$ cat src/rtl/lane_steer_pkg.sv
package lane_steer_pkg;
  localparam int BUS_W  = 32;
  localparam int LANES  = BUS_W / 8;
  localparam int OFF_W  = $clog2(LANES);
  localparam int CNT_W  = OFF_W + 1;

  typedef enum logic [1:0] {
    XW_BYTE   = 2'b00,
    XW_HALF   = 2'b01,
    XW_TRIPLE = 2'b10,
    XW_WORD   = 2'b11
  } xfer_width_e;
endpackage

$ cat src/rtl/endian_mode.sv
module endian_mode (
  input  logic clk,
  input  logic rst,
  input  logic strap_big,
  input  logic user_mode,
  input  logic rev_bit,
  output logic eff_big
);
  logic base_big_q;

  // The strap is sampled only while reset is held; afterwards it is ignored.
  always_ff @(posedge clk) begin
    if (rst) base_big_q <= strap_big;
  end

  assign eff_big = base_big_q ^ (user_mode & rev_bit);
endmodule

$ cat src/rtl/lane_decode.sv
module lane_decode
  import lane_steer_pkg::*;
(
  input  logic [1:0]       width,
  input  logic [OFF_W-1:0] off,
  input  logic             big,
  output logic [LANES-1:0] be,
  output logic [OFF_W-1:0] low_lane,
  output logic [CNT_W-1:0] nbytes,
  output logic             misalign,
  output logic             badwidth
);
  logic [LANES-1:0] span;
  logic [CNT_W:0]   low_calc;

  always_comb begin
    nbytes   = CNT_W'(width) + CNT_W'(1);
    badwidth = (width == XW_TRIPLE);
    misalign = ((width == XW_HALF) && off[0]) ||
               ((width == XW_WORD) && (off != '0));
    span     = LANES'((1 << nbytes) - 1);
    if (big) low_calc = (CNT_W+1)'(LANES) - (CNT_W+1)'(off) - (CNT_W+1)'(nbytes);
    else     low_calc = (CNT_W+1)'(off);
    low_lane = low_calc[OFF_W-1:0];
    if (misalign || badwidth) be = '0;
    else                      be = span << low_lane;
  end
endmodule

$ cat src/rtl/store_steer.sv
module store_steer
  import lane_steer_pkg::*;
(
  input  logic [BUS_W-1:0] din,
  input  logic [OFF_W-1:0] low_lane,
  input  logic [LANES-1:0] be,
  output logic [BUS_W-1:0] dout
);
  logic [BUS_W-1:0] shifted;
  assign shifted = din << {low_lane, 3'b000};

  for (genvar j = 0; j < LANES; j++) begin : g_lane
    assign dout[8*j +: 8] = be[j] ? shifted[8*j +: 8] : 8'h00;
  end
endmodule

$ cat src/rtl/load_extract.sv
module load_extract
  import lane_steer_pkg::*;
(
  input  logic [BUS_W-1:0] rdin,
  input  logic [OFF_W-1:0] low_lane,
  input  logic [CNT_W-1:0] nbytes,
  input  logic             sgn,
  output logic [BUS_W-1:0] dout
);
  logic [BUS_W-1:0] justified;
  logic             top_bit;
  logic [7:0]       fill;

  assign justified = rdin >> {low_lane, 3'b000};

  always_comb begin
    top_bit = 1'b0;
    for (int k = 1; k <= LANES; k++) begin
      if (nbytes == CNT_W'(k)) top_bit = justified[8*k-1];
    end
  end

  assign fill = (sgn && top_bit) ? 8'hFF : 8'h00;

  for (genvar j = 0; j < LANES; j++) begin : g_lane
    assign dout[8*j +: 8] = (CNT_W'(j) < nbytes) ? justified[8*j +: 8] : fill;
  end
endmodule

$ cat src/rtl/endian_lane_steer.sv
module endian_lane_steer
  import lane_steer_pkg::*;
(
  input  logic             clk,
  input  logic             rst,
  input  logic             strap_big_endian,
  input  logic             user_mode,
  input  logic             rev_endian,
  input  logic             req_valid,
  output logic             req_ready,
  input  logic [1:0]       req_width,
  input  logic [1:0]       req_off,
  input  logic             req_load,
  input  logic             req_signed,
  input  logic [31:0]      req_wdata,
  input  logic [31:0]      bus_rdata,
  output logic             rsp_valid,
  input  logic             rsp_ready,
  output logic [3:0]       rsp_be,
  output logic [31:0]      rsp_wdata,
  output logic [31:0]      rsp_rdata,
  output logic             rsp_misalign,
  output logic             rsp_badwidth
);
  logic             eff_big;
  logic [LANES-1:0] be_c;
  logic [OFF_W-1:0] low_c;
  logic [CNT_W-1:0] nb_c;
  logic             mis_c, bad_c, ok_c;
  logic [BUS_W-1:0] st_c, ld_c;

  endian_mode u_mode (
    .clk(clk), .rst(rst), .strap_big(strap_big_endian),
    .user_mode(user_mode), .rev_bit(rev_endian), .eff_big(eff_big)
  );

  lane_decode u_dec (
    .width(req_width), .off(req_off), .big(eff_big), .be(be_c),
    .low_lane(low_c), .nbytes(nb_c), .misalign(mis_c), .badwidth(bad_c)
  );

  store_steer u_st (
    .din(req_wdata), .low_lane(low_c), .be(be_c), .dout(st_c)
  );

  load_extract u_ld (
    .rdin(bus_rdata), .low_lane(low_c), .nbytes(nb_c),
    .sgn(req_signed), .dout(ld_c)
  );

  assign ok_c      = !mis_c && !bad_c;
  assign req_ready = !rsp_valid || rsp_ready;

  always_ff @(posedge clk) begin
    if (rst) begin
      rsp_valid    <= 1'b0;
      rsp_be       <= '0;
      rsp_wdata    <= '0;
      rsp_rdata    <= '0;
      rsp_misalign <= 1'b0;
      rsp_badwidth <= 1'b0;
    end else if (req_ready) begin
      rsp_valid <= req_valid;
      if (req_valid) begin
        rsp_be       <= be_c;
        rsp_wdata    <= (ok_c && !req_load) ? st_c : '0;
        rsp_rdata    <= (ok_c &&  req_load) ? ld_c : '0;
        rsp_misalign <= mis_c;
        rsp_badwidth <= bad_c;
      end
    end
  end
endmodule

$ cat config.mk
export PLATFORM = sky130hd
export DESIGN_NAME = endian_lane_steer
export DESIGN_NICKNAME = d
export VERILOG_FILES = /design/src/rtl/lane_steer_pkg.sv /design/src/rtl/endian_mode.sv /design/src/rtl/lane_decode.sv /design/src/rtl/store_steer.sv /design/src/rtl/load_extract.sv /design/src/rtl/endian_lane_steer.sv
export SDC_FILE = /design/constraint.sdc
export NUM_CORES = 1
export LEC_CHECK = 0
export CORE_MARGIN = 4
export CORE_UTILIZATION = 35
export CTS_CLUSTER_DIAMETER = 150
export DETAILED_ROUTE_END_ITERATION = 7
export GPL_TIMING_DRIVEN = 0
export PLACE_DENSITY_LB_ADDON = 0.3
export RECOVER_POWER = 50
export SETUP_SLACK_MARGIN = 0.05
export SLEW_MARGIN = 25
export SYNTH_ARGS = -nofsm -noshare
export SYNTH_HDL_FRONTEND = slang
export SYNTH_HIERARCHICAL = 1
export SYNTH_SLANG_ARGS = --single-unit
export TNS_END_PERCENT = 100
$ cat constraint.sdc
create_clock -name clk -period 3.9 [get_ports clk]
set_input_delay 0.78 -clock clk [delete_from_list [all_inputs] [get_ports clk]]
set_output_delay 0.78 -clock clk [all_outputs]
set_load 0.01 [all_outputs]
==> results.toml, run 1 <==
[clock_network]
cts-hold-fix-buffers = 0
clock_path_buffers = 2
cts_root_buf = "clkbuf_16"
cts.sinks = 72
cts_tree = "built"
htreeDepth = 3
cts_made_buffers = 9
clkTransAtPathRegs_ps = 60
clk_latency_ps = 340

[finish]
nets = 800
n_antenna_cell = 0
area_growth_pct = 42.3
nFillCells = 1244
drive_gt1_share_pct = 12.9
final_cells = 897
regArea_um2 = 1450
multiInputGateArea_um2 = 3050
fin_area_um2 = 6860
final_util_pct = 51.4

[run_status]
status = "complete, no violations"

[floorplanning]
die_h_um = 125
start_util_pct = 36.1
die_area_um2 = 15700
die_x_um = 125
num_rows = 42
coreArea_um2 = 13300
top_level_ports = 149

[drt]
firstDrtPassIters = 5
wirelength_um = 16300
drc = 0
wl_per_cell_um = 18.2
detail-route-antenna-nets = 0
viasPerCell = 5.42
initialDrtViolationCount = 420
dr_total_vias = 4862

[synth]
yosys-top-cells-area = "dfxtp_1 30%, mux2i_1 8.9%, nand2b_1 8.6%"
yosysSeqAreaShare_pct = 30.1
ys_ff_latch = 72
async_flop_share_pct = 0
synth.top_cells.by_count = "71 x dfxtp_1, 66 x nand2_1, 66 x nand2b_1"
syn_nets = 641
synth.most_common_cell = "dfxtp_1"
synth_top_area_share_pct = 29.5
ys_types = 52
synth_area_um2 = 4820
synth_top_area_cell = "dfxtp_1"
synth_edf_count = 1
synth_cells = 557
ys_warn_count = 6
ys.flop_type = "dfxtp_1"
syn_area_per_cell_um2 = 8.65

[power_and_ir_drop]
leakagePower_nw = 2.64
power_density_nw_per_um2 = 331
p_total_mw = 2.27
vdd_ir_drop_max_mv = 0.187

[worst_setup_path]
cp-end-kind = "flop"
slowest_delay_ps = 530
critPathKind = "in -> reg"
startpoint_type = "primary input"
path_cells = "clkdlybuf4s50_1, inv_1, ha_4, xor2_1, or3_1, buf_2, nand2_2, buf_6, mux2_4, a32o_2, o311a_4, a21o_1, nand2_1, o32ai_1"
crit_start = "req_width[1]"
path_buf_inv = 4
crit_family = "buffers and inverters"
rr_startpoint = "u_mode/base_big_q"
critical_path_required_ps = 4110
critPathMaxFanout = 9
cp_data_arrival_time_ps = 3930
critPathSlowestCell = "clkdlybuf4s50_1"

[global_routing]
overflow = 0
grt_use_met3_pct = 4.86
grt_max_degree = 14
grt_pass1_vias = 4946
antenna_found_initial = 0
grt_pass1_wl_um = 25900
gr-usage-met1_pct = 26.8
grt_busiest_layer = "met2"
use_met2_pct = 32.9
grt_usage_pct = 20.1

[timing]
worstMarginPinSlew_ps = 881
skew_ps = 8.16
fmax_ghz = 0.269
drv_slew = 0
whs_ps = 472
period_share_pct = 95.2
finalSetupViolations = 0
max_slew_margin_pct = 40.8
finalHoldViolCount = 0
min_period_ps = 3710
rsz0062_at_grt = "no"

[placed_design]
place.gp.congestion = 0.951
port_buffers = 147
hpwl_um = 12600
placed_area_um2 = 6510
dp.cells = 880

[min_path]
hold_start = "rsp_wdata[21]"
hp-class = "reg -> reg"

[job]
maxCapViolCount = 0
through the flow:
step	TNS, ps	worst slack, ps
global route	0	71.6
finish	0	187
CTS	0	130
global placement	-23170	-717
detailed placement	-30200	-847
floorplan	0	437
state kept, by name, summed over array words and instances, names as in the netlist:
| signal | flops |
|---|---|
| rsp_be | 4 |
| rsp_badwidth | 1 |
| rsp_valid | 1 |
| rsp_rdata | 32 |
| u_mode/base_big_q | 1 |
| rsp_misalign | 1 |
| rsp_wdata | 32 |
repair_timing:
action	in CTS	in global routing
gates resized for setup	11	6
pin swaps	1	0
setup buffers	1	0
setup endpoints to repair	49	17
logic make-up (layout without fill, tap and decap cells):
kind of cell	count (synthesis)	count (layout)	synth area share, %
adder cells (fa/ha/maj)	7	7	1.82
buffers and inverters	61	225	7.51
flip-flops	72	72	30.1
multiplexers	45	45	9.48
AO/OA/AOI/OAI	150	150	25.6
XOR/XNOR	3	3	0.546
AND/OR/NAND/NOR	219	219	24.9
layout make-up:
cell class | count | share of cell area (%)
buffer | 53 | 4.75
inverter | 8 | 0.438
sequential | 72 | 21.2
timing repair buffer | 148 | 21.6
tap | 176 | 3.21
clock buffer | 10 | 3.34
clock inverter | 6 | 1.00
multi-input combinational | 424 | 44.5
power by group:
part / switching, mW / internal (mW) / total, mW
Sequential: 0.00977 / 0.755 / 0.765
Clock: 0.338 / 0.498 / 0.836
Combinational: 0.363 / 0.305 / 0.669
Total: 0.711 / 1.56 / 2.27
cell usage in the layout (no fill, tap or decap), drive strengths merged, types with 2 or more instances in the layout:
cell type      instances
clkdlybuf4s50         76
dfxtp                 71
dlygate4sd3           70
nand2b                67
nand2                 66
o32ai                 59
mux2i                 43
buf                   38
o21ai                 35
clkbuf                26
nor2                  22
a21oi                 18
and2                  17
a211oi                15
nor2b                 11
nand3b                 9
a21o                   9
inv                    9
nand3                  8
o22ai                  8
ha                     7
nand4                  5
clkinvlp               4
nor3                   4
nor3b                  3
nor4                   2
xnor2                  2
mux2                   2
per-layer routing:
metal  wire length, µm  vias up  share of wire, %
met4               239        0               1.5
met2              7550      232                46
met5                 0        -                 0
met3              1240       20               7.6
met1              7290     2265                45
li1                  -     2345                 -
path summary, 6_finish.rpt:
path	slack, ps	to	cells past startpoint
min	470	rsp_wdata[21]	2
min reg2reg	470	rsp_wdata[21]	2
max reg2reg	880	rsp_rdata[25]	12
max	190	rsp_rdata[25]	14
worst reg2reg max path, stage by stage, from the launching register on:
cell	delay (ps)
edfxtp_1	380
xnor2_1	280
inv_1	110
or3_1	370
buf_2	160
nand2_2	140
buf_6	170
mux2_4	320
a32o_2	280
o311a_4	360
a21o_1	170
nand2_1	80
o32ai_1	70
Power figures use the tool's default switching activity.
==> inputs of run 2 (changes only) <==
--- a/config.mk
+++ b/config.mk
@@ -13,6 +13,8 @@
 export PLACE_DENSITY_LB_ADDON = 0.3
 export RECOVER_POWER = 50
 export SETUP_SLACK_MARGIN = 0.05
+export SKIP_CTS_REPAIR_TIMING = 1
+export SKIP_LAST_GASP = 1
 export SLEW_MARGIN = 25
 export SYNTH_ARGS = -nofsm -noshare
 export SYNTH_HDL_FRONTEND = slang
==> run 2 against run 1 <==
Effect of this change: combinational power about the same; core utilization about the same; clock power about the same; non-clock buffer count unchanged; clock-buffer cell count unchanged; via count up 0.47%; hold slack about the same; routed wire length about the same; register-to-register slack worse by 20 ps; clock skew down 2.6 ps.
==> results.toml, run 2 (same netlist as run 1, synthesis figures left out) <==
[timing]
max_slew_margin_pct = 41.6
min_period_ps = 3730
whs_ps = 472
worstMarginPinSlew_ps = 870
finalSetupViolations = 0
skew_ps = 5.52
drv_slew = 0
fmax_ghz = 0.268
period_share_pct = 95.5
finalHoldViolCount = 0
setup_tns_ps = 0
rsz0062_at_grt = "no"

[finish]
n_antenna_cell = 0
reg_top3 = "rsp_rdata: 32 flops, rsp_wdata: 32 flops, rsp_be: 4 flops"
mostFrequentLayoutCell = "clkdlybuf4s50_1"
mostFrequentLayoutCells = "76 x clkdlybuf4s50_1, 71 x dfxtp_1, 70 x dlygate4sd3_1"
nets = 800
area_growth_pct = 42.4
final_util_pct = 51.4
drive_gt1_share_pct = 12.9
nFillCells = 1243
multiInputGateArea_um2 = 3050
regArea_um2 = 1450

[worst_setup_path]
startpoint_type = "primary input"
critical_path_required_ps = 4110
crit_start = "req_width[1]"
rr_startpoint = "u_mode/base_big_q"
cp-end-kind = "flop"
critPathKind = "in -> reg"
r2r_cells = 12
critPathSlowestCell = "clkdlybuf4s50_1"
cp_data_arrival_time_ps = 3940
path_cells = "clkdlybuf4s50_1, inv_1, ha_4, xor2_1, or3_1, buf_2, nand2_2, buf_6, mux2_4, a32o_2, o311a_4, a21o_1, nand2_1, o32ai_1"
critPathMaxFanout = 9
r2r-end = "rsp_rdata[25]"
r2r_slack_ps = 860
slowest_delay_ps = 530

[min_path]
holdPathEnd = "rsp_wdata[29]"
holdPathStages = 2
hp-class = "reg -> reg"
hold_start = "rsp_wdata[29]"

[power_and_ir_drop]
power_density_nw_per_um2 = 331
p_clk_share_pct = 36.8
pwr-share-comb_pct = 29.5
p_total_mw = 2.27
switching_share_pct = 31.3
power_switching_uw = 709
intPower_mw = 1.56
power_frac_seq_pct = 33.7
vdd_ir_drop_max_mv = 0.187
leakagePower_nw = 2.65

[placed_design]
port_buffers = 147
hpwl_um = 12600
place.gp.congestion = 0.951

[job]
maxCapViolCount = 0

[clock_network]
clkTransAtPathRegs_ps = 60
cts_tree = "built"
htreeDepth = 3
cts.sinks = 72
clock_path_buffers = 2
clk_latency_ps = 340
cts_made_buffers = 9
cts_root_buf = "clkbuf_16"

[floorplanning]
die_area_um2 = 15700
num_rows = 42
die_x_um = 125
top_level_ports = 149
die_h_um = 125
start_util_pct = 36.1
coreArea_um2 = 13300

[global_routing]
grt_use_met3_pct = 4.86
grt_pass1_wl_um = 25900
grt_pass1_vias = 4945
antenna_found_initial = 0
grt_max_degree = 14
grt_usage_pct = 20.1
use_met2_pct = 32.9
gr-usage-met1_pct = 26.8
grt_busiest_layer = "met2"
overflow = 0

[drt]
firstDrtPassIters = 5
viasPerCell = 5.45
wirelength_um = 16300
initialDrtViolationCount = 432
drc = 0
detail-route-antenna-nets = 0
wl_per_cell_um = 18.2
dr_total_vias = 4885

[run_status]
status = "complete, no violations"
run 2: cell types whose count changed in the layout (fill, tap and decap cells not counted):
| cell | previous run | this run |
|---|---|---|
| dlygate4sd2_1 | 1 | 0 |
| dlymetal6s2s_1 | 0 | 1 |
| o21ai_0 | 21 | 22 |
| o21ai_1 | 13 | 12 |
run 2: area by class of cell:
cell class              instances  area share, %
flip-flops and latches         72           21.2
clock inverters                 6           1.00
plain buffers                  53           4.74
inverters                       8          0.438
clock buffers                  10           3.34
well taps                     176           3.21
repair buffers                148           21.6
multi-input cells             424           44.5
run 2: metal layers:
metal	vias up	wire length, µm
met4	0	255
met2	224	7570
li1	2348	-
met5	-	0
met1	2293	7320
met3	20	1190
run 2: worst max path at each step:
stage,to,slack (ps),depth (start not counted)
global placement,rsp_rdata[16],-720,14
global route,rsp_rdata[25],80,14
finish,rsp_rdata[25],170,14
detailed placement,rsp_rdata[18],-850,14
floorplan,rsp_rdata[31],440,12
CTS,rsp_rdata[17],-610,14
run 2: power groups by stage:
stage          Clock, mW  Combinational (mW)  Sequential [mW]
2_1_floorplan          0               0.409            0.788
3_3_place_gp           0               0.642            0.782
3_5_place_dp           0               0.652            0.782
4_1_cts            0.849               0.657            0.766
5_1_grt            0.887               0.720            0.767
6_report           0.834               0.668            0.765
run 2: per-stage QoR:
step	cells	instance area (µm²)	worst slack, ps
after global placement	880	6510	-717
after floorplan	557	4820	437
after global routing	897	6860	76.7
after detailed placement	880	6510	-847
final	897	6860	175
after CTS	896	6810	-613
run 2: critical path, delay by kind of cell:
kind                       cells  cell delay (ps)
AOI/OAI and AO/OA              4              890
xor gates and xnor gates       1              160
adders and majority gates      1              260
buffers and inverters          4              980
muxes                          1              320
and+or+nand+nor                3              540
